**config.mk**
```make
export PLATFORM = sky130hd
export DESIGN_NAME = muxbus_master
export DESIGN_NICKNAME = d
export VERILOG_FILES = /design/src/rtl/muxbus_pkg.sv /design/src/rtl/muxbus_waitcfg.sv /design/src/rtl/muxbus_seq.sv /design/src/rtl/muxbus_pins.sv /design/src/rtl/muxbus_master.sv
export SDC_FILE = /design/constraint.sdc
export NUM_CORES = 1
export LEC_CHECK = 0
export BUFFER_PORTS_ARGS = -buffer_cell sky130_fd_sc_hd__buf_2
export CORE_MARGIN = 3
export CORE_UTILIZATION = 54
export DETAILED_ROUTE_END_ITERATION = 6
export GPL_TIMING_DRIVEN = 1
export PLACE_DENSITY = 0.87
export RECOVER_POWER = 25
export SYNTH_ARGS = -nofsm -noshare
export SYNTH_HDL_FRONTEND = slang
export SYNTH_SLANG_ARGS = --single-unit
```
**constraint.sdc**
```tcl
create_clock -name clk -period 6.2 [get_ports clk]
set_input_delay 1.24 -clock clk [delete_from_list [all_inputs] [get_ports clk]]
set_output_delay 1.24 -clock clk [all_outputs]
set_load 0.02 [all_outputs]
```
**src/rtl/muxbus_pkg.sv**
```systemverilog
package muxbus_pkg;

  typedef enum logic [2:0] {
    PH_IDLE   = 3'd0,
    PH_ALE    = 3'd1,
    PH_HOLD   = 3'd2,
    PH_STROBE = 3'd3,
    PH_END    = 3'd4
  } phase_e;

  localparam logic [1:0] SPC_NONE = 2'd0;

  // strobe phase length in clocks for a given wait count
  function automatic int unsigned strobe_clocks(input int unsigned w);
    return 2 + w;
  endfunction

endpackage

```
**src/rtl/muxbus_waitcfg.sv**
```systemverilog
module muxbus_waitcfg #(
  parameter int WAIT_W = 3
) (
  input  logic              clk,
  input  logic              rst_n,
  input  logic              cfg_we,
  input  logic [WAIT_W-1:0] cfg_wait,
  output logic [WAIT_W-1:0] wait_q
);

  always_ff @(posedge clk or negedge rst_n) begin
    if (!rst_n)      wait_q <= '0;
    else if (cfg_we) wait_q <= cfg_wait;
  end

  // value follows a write one clock later
  p_cfg_load_r9: assert property (@(posedge clk) disable iff (!rst_n)
    cfg_we |=> wait_q == $past(cfg_wait));

endmodule

```
**src/rtl/muxbus_seq.sv**
```systemverilog
module muxbus_seq
  import muxbus_pkg::*;
#(
  parameter int WAIT_W = 3
) (
  input  logic              clk,
  input  logic              rst_n,
  input  logic              req_valid,
  input  logic [WAIT_W-1:0] wait_cfg,
  output phase_e            phase,
  output logic              req_ready,
  output logic              accept,
  output logic              strobe_first,
  output logic              strobe_last
);

  localparam int CNT_W = WAIT_W + 1;

  phase_e            phase_q;
  logic [CNT_W-1:0]  cnt_q;
  logic [WAIT_W-1:0] w_lat_q;
  logic [CNT_W-1:0]  last_idx;

  assign last_idx     = CNT_W'(strobe_clocks(32'(w_lat_q)) - 1);
  assign phase        = phase_q;
  assign req_ready    = (phase_q == PH_IDLE);
  assign accept       = req_ready && req_valid;
  assign strobe_first = (phase_q == PH_STROBE) && (cnt_q == '0);
  assign strobe_last  = (phase_q == PH_STROBE) && (cnt_q == last_idx);

  always_ff @(posedge clk or negedge rst_n) begin
    if (!rst_n) begin
      phase_q <= PH_IDLE;
      cnt_q   <= '0;
      w_lat_q <= '0;
    end else begin
      case (phase_q)
        PH_IDLE: if (req_valid) begin
          phase_q <= PH_ALE;
          w_lat_q <= wait_cfg;
        end
        PH_ALE:  phase_q <= PH_HOLD;
        PH_HOLD: begin
          phase_q <= PH_STROBE;
          cnt_q   <= '0;
        end
        PH_STROBE: begin
          if (strobe_last) phase_q <= PH_END;
          else             cnt_q   <= cnt_q + 1'b1;
        end
        PH_END:  phase_q <= PH_IDLE;
        default: phase_q <= PH_IDLE;
      endcase
    end
  end

  // a cycle starts only from idle with a pending request
  p_start_from_idle_r2: assert property (@(posedge clk) disable iff (!rst_n)
    (phase_q == PH_ALE) |-> ($past(phase_q) == PH_IDLE) && $past(req_valid));

  // address hold clock always follows the latch clock
  p_hold_after_ale_r4: assert property (@(posedge clk) disable iff (!rst_n)
    (phase_q == PH_ALE) |=> (phase_q == PH_HOLD));

  // end clock follows the last strobe clock, then idle
  p_end_after_last_r8: assert property (@(posedge clk) disable iff (!rst_n)
    strobe_last |=> (phase_q == PH_END) ##1 (phase_q == PH_IDLE));

  // counter stays within the latched window
  p_cnt_window_r9: assert property (@(posedge clk) disable iff (!rst_n)
    (phase_q == PH_STROBE) |-> (cnt_q <= last_idx));

endmodule

```
**src/rtl/muxbus_pins.sv**
```systemverilog
module muxbus_pins
  import muxbus_pkg::*;
#(
  parameter int ADDR_W = 16,
  parameter int DATA_W = 8
) (
  input  logic                     clk,
  input  logic                     rst_n,
  input  phase_e                   phase,
  input  logic                     accept,
  input  logic                     strobe_first,
  input  logic                     strobe_last,
  input  logic                     req_write,
  input  logic [1:0]               req_space,
  input  logic [ADDR_W-1:0]        req_addr,
  input  logic [DATA_W-1:0]        req_wdata,
  input  logic [DATA_W-1:0]        bus_ad_i,
  output logic                     rsp_done,
  output logic [DATA_W-1:0]        rsp_rdata,
  output logic [DATA_W-1:0]        bus_ad_o,
  output logic                     bus_ad_oe,
  output logic [ADDR_W-DATA_W-1:0] bus_addr_hi,
  output logic                     bus_ale,
  output logic                     bus_rd_n,
  output logic                     bus_wr_n,
  output logic [1:0]               bus_space
);

  logic [ADDR_W-1:0] addr_q;
  logic [DATA_W-1:0] wdata_q;
  logic              wr_q;
  logic [1:0]        space_q;

  // named phase events
  logic in_addr, in_strobe, in_cycle, rd_sample;
  assign in_addr   = (phase == PH_ALE) || (phase == PH_HOLD);
  assign in_strobe = (phase == PH_STROBE);
  assign in_cycle  = in_addr || in_strobe;
  assign rd_sample = strobe_last && !wr_q;

  always_ff @(posedge clk or negedge rst_n) begin
    if (!rst_n) begin
      addr_q    <= '0;
      wdata_q   <= '0;
      wr_q      <= 1'b0;
      space_q   <= SPC_NONE;
      rsp_rdata <= '0;
    end else begin
      if (accept) begin
        addr_q  <= req_addr;
        wdata_q <= req_wdata;
        wr_q    <= req_write;
        space_q <= req_space;
      end
      if (rd_sample) rsp_rdata <= bus_ad_i;
    end
  end

  always_comb begin
    bus_ale     = (phase == PH_ALE);
    bus_ad_oe   = in_addr || (in_strobe && wr_q);
    if (in_addr)                 bus_ad_o = addr_q[DATA_W-1:0];
    else if (in_strobe && wr_q)  bus_ad_o = wdata_q;
    else                         bus_ad_o = '0;
    bus_addr_hi = in_cycle ? addr_q[ADDR_W-1:DATA_W] : '0;
    bus_space   = in_cycle ? space_q : SPC_NONE;
    bus_rd_n    = !(in_strobe && !wr_q);
    bus_wr_n    = !(in_strobe && wr_q && !strobe_first);
    rsp_done    = (phase == PH_END);
  end

  // latch strobe is a single clock, followed by held address
  p_ale_single_r3: assert property (@(posedge clk) disable iff (!rst_n)
    bus_ale |=> !bus_ale && bus_ad_oe && $stable(bus_ad_o));

  // never drive the shared lines while reading
  p_rd_released_r5: assert property (@(posedge clk) disable iff (!rst_n)
    !bus_rd_n |-> !bus_ad_oe);

  // strobes never both active
  p_strobe_excl_r5: assert property (@(posedge clk) disable iff (!rst_n)
    !(!bus_rd_n && !bus_wr_n));

  // write data was already on the lines before the strobe falls
  p_wr_setup_r7: assert property (@(posedge clk) disable iff (!rst_n)
    $fell(bus_wr_n) |-> $past(bus_ad_oe) && bus_ad_oe && $stable(bus_ad_o));

  // done is one clock and everything is released then
  p_done_pulse_r8: assert property (@(posedge clk) disable iff (!rst_n)
    rsp_done |-> !bus_ad_oe && bus_rd_n && bus_wr_n && (bus_space == SPC_NONE)
                 ##1 !rsp_done);

  // high address and space stay fixed through the strobe phase
  p_hi_stable_r10: assert property (@(posedge clk) disable iff (!rst_n)
    (in_strobe && $past(in_cycle)) |-> $stable(bus_addr_hi) && $stable(bus_space));

endmodule

```
**src/rtl/muxbus_master.sv**
```systemverilog
module muxbus_master
  import muxbus_pkg::*;
#(
  parameter int ADDR_W = 16,
  parameter int DATA_W = 8,
  parameter int WAIT_W = 3
) (
  input  logic                     clk,
  input  logic                     rst_n,
  input  logic                     cfg_we,
  input  logic [WAIT_W-1:0]        cfg_wait,
  input  logic                     req_valid,
  input  logic                     req_write,
  input  logic [1:0]               req_space,
  input  logic [ADDR_W-1:0]        req_addr,
  input  logic [DATA_W-1:0]        req_wdata,
  output logic                     req_ready,
  output logic                     rsp_done,
  output logic [DATA_W-1:0]        rsp_rdata,
  output logic [DATA_W-1:0]        bus_ad_o,
  output logic                     bus_ad_oe,
  input  logic [DATA_W-1:0]        bus_ad_i,
  output logic [ADDR_W-DATA_W-1:0] bus_addr_hi,
  output logic                     bus_ale,
  output logic                     bus_rd_n,
  output logic                     bus_wr_n,
  output logic [1:0]               bus_space
);

  logic [WAIT_W-1:0] wait_q;
  phase_e            phase;
  logic              accept, strobe_first, strobe_last;

  muxbus_waitcfg #(.WAIT_W(WAIT_W)) u_waitcfg (
    .clk      (clk),
    .rst_n    (rst_n),
    .cfg_we   (cfg_we),
    .cfg_wait (cfg_wait),
    .wait_q   (wait_q)
  );

  muxbus_seq #(.WAIT_W(WAIT_W)) u_seq (
    .clk          (clk),
    .rst_n        (rst_n),
    .req_valid    (req_valid),
    .wait_cfg     (wait_q),
    .phase        (phase),
    .req_ready    (req_ready),
    .accept       (accept),
    .strobe_first (strobe_first),
    .strobe_last  (strobe_last)
  );

  muxbus_pins #(.ADDR_W(ADDR_W), .DATA_W(DATA_W)) u_pins (
    .clk          (clk),
    .rst_n        (rst_n),
    .phase        (phase),
    .accept       (accept),
    .strobe_first (strobe_first),
    .strobe_last  (strobe_last),
    .req_write    (req_write),
    .req_space    (req_space),
    .req_addr     (req_addr),
    .req_wdata    (req_wdata),
    .bus_ad_i     (bus_ad_i),
    .rsp_done     (rsp_done),
    .rsp_rdata    (rsp_rdata),
    .bus_ad_o     (bus_ad_o),
    .bus_ad_oe    (bus_ad_oe),
    .bus_addr_hi  (bus_addr_hi),
    .bus_ale      (bus_ale),
    .bus_rd_n     (bus_rd_n),
    .bus_wr_n     (bus_wr_n),
    .bus_space    (bus_space)
  );

  // ready never seen in the clock of a latch strobe
  p_busy_not_ready_r2: assert property (@(posedge clk) disable iff (!rst_n)
    bus_ale |-> !req_ready);

endmodule

```
Word level (Yosys, flattened, before mapping)
Cells that the tools add are included.
- equal/unequal tests: 8
- bitwise logic cells: 0
- reduce and logical (&&, ||, !) cells: 20
- $add $sub $neg: 3
- div/mod/pow operators: 0
- shift-type cells: 0
- muxes and demuxes: 9
- magnitude comparators: 0
- multiply operators: 0
- operator list (operator ; number):
    $mux 8 ; 3
    $pmux 3 s4 ; 1
    $pmux 4 s2 ; 1
    $logic_and 1x1->1 ; 7
    $eq 3x2->1 const B ; 2
    $mux 3 ; 2
    $reduce_and 2->1 ; 3
    $add 2x3->4 const A ; 1
    $add 4x1->4 const B ; 1
    $eq 4x4->1 ; 1
    $logic_not 1->1 ; 4
    $logic_not 4->1 ; 1
    $mux 4 ; 1
    $ne 2x2->1 const B ; 2
    $sub 4x1->4 const B ; 1
    $eq 3x1->1 const B ; 1
    $eq 3x3->1 const B ; 1
    $logic_not 3->1 ; 1
    $logic_or 1x1->1 ; 3
    $mux 2 ; 1
    $ne 2x1->1 const B ; 1
    $reduce_bool 2->1 ; 1
- logic and storage cells: 49
- memories kept: 0
- bits in read-only memories: 0
- input port bits: 42
- register bits: 48
- bits in writable memories: 0
- bits in latches: 0

Logic depth before layout (Yosys ltp)
- depth in word-level cells: 6
- mapped depth: 7
- depth with buffers taken out: 6

Cells and area by module
A second synthesis with hierarchy kept.
- cells, all modules: 199
- area, all modules: 2414.8 sq um
- modules (own cells, without submodules) (module ; times used ; area an instance (sq um) ; cells each ; seq. area each (sq um)):
    muxbus_pins ; 1 ; 1689.1 ; 133 ; 875.8
    muxbus_seq ; 1 ; 616.8 ; 60 ; 250.2
    muxbus_waitcfg ; 1 ; 108.9 ; 6 ; 75.1

Least setup slack after synthesis
No wires, ideal clock.
- path type: register -> output
- start: register u_seq.phase_q[1] (netlist: u_seq.phase[1])
- end: output bus_ad_oe
- data required time: 4.960 ns
- data arrival time: 1.434 ns
- cell stages (with the launch flop): 7
- setup slack: 3.526 ns
- cell sequence: dfrtp_1 > clkbuf_1 > nor2_1 > nor2_1 > clkbuf_1 > inv_1 > nor2_1
- cells in the longest elaborated chain, start to end: 3
- RTL lines (item ; line ; RTL):
    from (decl) ; muxbus_seq.sv:19 ; phase_e phase_q;
    from (signal assigned) ; muxbus_seq.sv:33 ; phase_q <= PH_IDLE;
    from (signal assigned) ; muxbus_seq.sv:39 ; phase_q <= PH_ALE;
    from (signal assigned) ; muxbus_seq.sv:42 ; PH_ALE: phase_q <= PH_HOLD;
    $eq 3x1->1, or another cell as far along ; muxbus_pins.sv:36 ; assign in_addr = (phase == PH_ALE) || (phase == PH_HOLD);
    $logic_or 1x1->1 / $logic_and 1x1->1 (equally long branches) ; muxbus_pins.sv:36, muxbus_pins.sv:61 ;
    $logic_or 1x1->1 * ; muxbus_pins.sv:61 ; bus_ad_oe = in_addr || (in_strobe && wr_q);
    to (decl) ; muxbus_master.sv:21 ; output logic bus_ad_oe,
Mark *: on every way between the ends. The rest lies on a longest branch, timed or not.

Worst setup path after layout
- start: register u_seq.phase_q[0] (netlist: u_seq.phase[0])
- end: output bus_ad_o[4]
- cells in the longest elaborated chain, start to end: 4
- RTL lines (item ; line ; RTL):
    $eq 3x2->1 ; muxbus_pins.sv:37 ; assign in_strobe = (phase == PH_STROBE);
    $logic_and 1x1->1 ; muxbus_pins.sv:63 ; else if (in_strobe && wr_q) bus_ad_o = wdata_q;
    $mux 8 ; muxbus_pins.sv:63 ;
    $mux 8 * ; muxbus_pins.sv:62 ; if (in_addr) bus_ad_o = addr_q[DATA_W-1:0];
    to (decl) ; muxbus_master.sv:20 ; output logic [DATA_W-1:0] bus_ad_o,
Marked as above.

==> results.md <==
* Min-Delay Path Class: flop to flop
* Synthesized cell area at 0.002346 mm²
* Worst IR Drop VDD at 0.2934 mV
* Post-synthesis mux area share at 17.12%
* Routed wire length at 4827 µm
* Worst Path Required at 4.96 ns
* DR vias/cell at 5.316
* Syn. warnings at 0
* Crit-path cells: nor2b_1, a22oi_1, nor2_1, buf_2
* CP top delay family: flip-flops
* Adder-Cell Fraction of Synth Area at 1.600%
* Vias in the first global route at 1714
* Leak at 1.437 nW
* Root buffer cell: clkbuf_8
* Die X at 71.91 µm
* Area grow syn2layout at 21.71%
* Outcome: finished, violations left
* Residual DRC count at 0
* # H-tree levels at 2
* Post-synth top area cell: dfrtp_1
* Final period util at 54.64%
* Pre-antenna DRT Iters at 4
* WP data arrival at 2.15 ns
* CP Launch Type: flop
* Final Util at 69.87%
* Setup violators final at 0
* Rel. slew slack at -66.40%
* Power per Cell Area at 566.0 mW/mm²
* Max incr delay on CP at 0.84 ns
* Achievable Freq at 295.2 MHz
* Area share of the largest cell type after synthesis at 51.20%
* Main combinational cell family by area after synthesis: multiplexers
* # Post-CTS Setup Buffers at 0
* # hold bufs at CTS at 0
* Library cells used by synthesis at 31
* CTS Buf Count at 5
* Starting Density at 57.41%
* Failing checks: max-capacitance violations, max-slew violations
* Final hold vios at 0
* Post-synthesis xor/xnor area fraction at 0.7467%
* Clock skew at 0.006749 ns
* # clock sinks at 48
* CTS-repair resized insts at 0
* IO buf count at 73
* First-pass GRT wire length at 7955 µm
* Placer congestion estimate at 0.8513
* Fill cells at 301
* Drt first-iter violations at 214
* Worst-path clk slew at 0.09 ns
* Max layer used: met4
* Tot GR Track Use at 19.95%
* Worst skew pair latency at 0.30 ns
* Antenna-violating nets left at 0
* Worst-Margin Slew at 2.496 ns
* Synth Area in Compound Gates at 9.973%
* RSZ-0062 raised after global routing: false
* Tmin final at 3.388 ns
* Slowest stage cell on the critical path: dfrtp_1
* I/O pin cnt at 74
* Row cnt at 23
* Gr ovfl total at 0
* Average wire per standard cell at 14.54 µm
* Layout cells sized above 1 at 41.49%
* Setup_tns at 0 ns
* Mapped Cells at 213
* Largest net degree at the start of global routing at 49
* Slew Viols, Final at 49
* Met2 WL at 2380 µm
* Core Area at 0.004086 mm²
* Nets at 326
* Synth Register Bits at 48
* Clk buf depth at 2
* Initial antenna violation count at 0
* Die area at 0.005171 mm²
* Worst-path maximum fanout at 29
* ANT cells at 0
* CP Buf/Inv Count at 1
* Top cells by area, synth: dfrtp_1 (51%), mux2_2 (12%), mux2_4 (5.1%)
* Simple-Gate Fraction of Synth Area at 14.83%
* Wl on met1 at 1978 µm
* CTS tree: done
* WS Path Type: flop to primary output
* Synthesized area per cell at 11.01 µm²
* DP Wirelength at 3462 µm
* Maxcap violations at 1
* Die Span Y at 71.91 µm
* WL met3 at 371 µm
* Critical Path End Type: primary output
* Total number of vias at 1765
* Sequential fraction of the synthesis area at 51.20%
* Synthesized Nets at 258
-- kinds of logic after synthesis --
logic type                 Yosys count
and+or+nand+nor                     67
DFF                                 48
AOI/OAI and AO/OA                   35
muxes                               33
buffers and inverters               25
adders and majority gates            3
xor gates and xnor gates             2
-- per-stage QoR --
| stage | area [µm²] | instances | worst slack [ns] | hold WS [ns] | total power [mW] |
|---|---|---|---|---|---|
| floorplan | 2346 | 213 | 3.526 | 0.4720 | 1.135 |
| global placement | 2720 | 324 | 3.225 | 0.4811 | 1.332 |
| detailed placement | 2720 | 324 | 3.151 | 0.4882 | 1.354 |
| CTS | 2858 | 332 | 2.810 | 0.5086 | 1.631 |
| global route | 2855 | 332 | 2.562 | 0.5196 | 1.734 |
| finish | 2855 | 332 | 2.812 | 0.5018 | 1.616 |
-- metal layers --
layer | global-route usage (%) | vias to the layer above
li1 | - | 862
met3 | 5.402 | 8
met2 | 32.55 | 73
met5 | 0 | -
met1 | 25.30 | 822
met4 | 8.142 | 0
-- worst register-to-register path, cell delays in order (launching register included) --
cell and delay (ns):
dfrtp_1 0.43, ha_1 0.22, xor2_1 0.15, or3_4 0.35, a221oi_4 0.46, nand2b_2 0.29, mux2_4 0.37
-- where the power goes --
| group | switching [mW] | internal (mW) |
|---|---|---|
| Combinational | 0.418 | 0.341 |
| Clock | 0.105 | 0.162 |
| Sequential | 0.132 | 0.458 |
-- cells in the final DEF (no fill, tap or decap), drive strengths merged --
master / count
or4: 1
a21bo: 1
inv: 13
or4b: 1
o22ai: 1
dfrtp: 48
and2: 12
nor3b: 1
a221oi: 1
a21o: 2
or3: 3
xor2: 2
nand2: 13
a21oi: 1
buf: 72
bufinv: 2
mux2: 33
nor2b: 4
nand2b: 4
nor2: 14
nand3: 13
o21ai: 18
clkbuf: 7
ha: 3
a22oi: 8
o211ai: 2
a31oi: 1
nor3: 1
-- state kept, by name (all words and copies together), names as in the netlist --
name and count:
u_seq.phase 3, u_seq.cnt_q 4, u_pins.wdata_q 8, u_pins.space_q 2
u_waitcfg.wait_q 3, u_seq.w_lat_q 3, u_pins.rsp_rdata 8, u_pins.wr_q 1
u_pins.addr_q 16
-- cells in the mapped netlist --
library cell  count
a21bo_2           1
a21o_1            2
a21oi_1           1
a221oi_4          1
a22oi_1           8
a31oi_1           1
and2_1           12
buf_2             4
buf_6             1
clkbuf_1          8
dfrtp_1          48
ha_1              3
inv_1            12
mux2_2           25
mux2_4            8
nand2_1          13
nand2b_1          3
nand2b_2          1
nand3_1          13
nor2_1           14
nor2b_1           4
nor3_1            1
nor3b_1           1
o211ai_1          2
o21ai_0          18
o22ai_1           1
or3_1             2
or3_4             1
or4_1             1
or4b_2            1
xor2_1            2
-- final timing paths --
| path | startpoint | end | slack, ns | depth (start not counted) |
|---|---|---|---|---|
| max | u_seq.phase[0]$_DFFE_PN0P_ | bus_ad_o[4] | 2.81 | 4 |
| min | u_pins.addr_q[11]$_DFFE_PN0P_ | u_pins.addr_q[11]$_DFFE_PN0P_ | 0.50 | 1 |
| max reg2reg | u_seq.w_lat_q[0]$_DFFE_PN0P_ | u_pins.rsp_rdata[0]$_DFFE_PN0P_ | 3.84 | 6 |
| min reg2reg | u_pins.addr_q[11]$_DFFE_PN0P_ | u_pins.addr_q[11]$_DFFE_PN0P_ | 0.50 | 1 |
| max in group asynchronous | rst_n | u_seq.w_lat_q[1]$_DFFE_PN0P_ | 3.08 | 1 |
| min in group asynchronous | rst_n | u_pins.addr_q[2]$_DFFE_PN0P_ | 1.70 | 1 |
-- cell type report --
type                       instances  area, µm²  area share [%]
sequential                        48       1201           42.07
inverter                          12      45.04           1.578
clock buffer                       5      68.82           2.410
clock inverter                     3      68.82           2.410
tap                               50      62.56           2.191
timing repair buffer              74      370.4           12.97
multi-input combinational        140       1039           36.37
(Power assumes the default switching activity.)
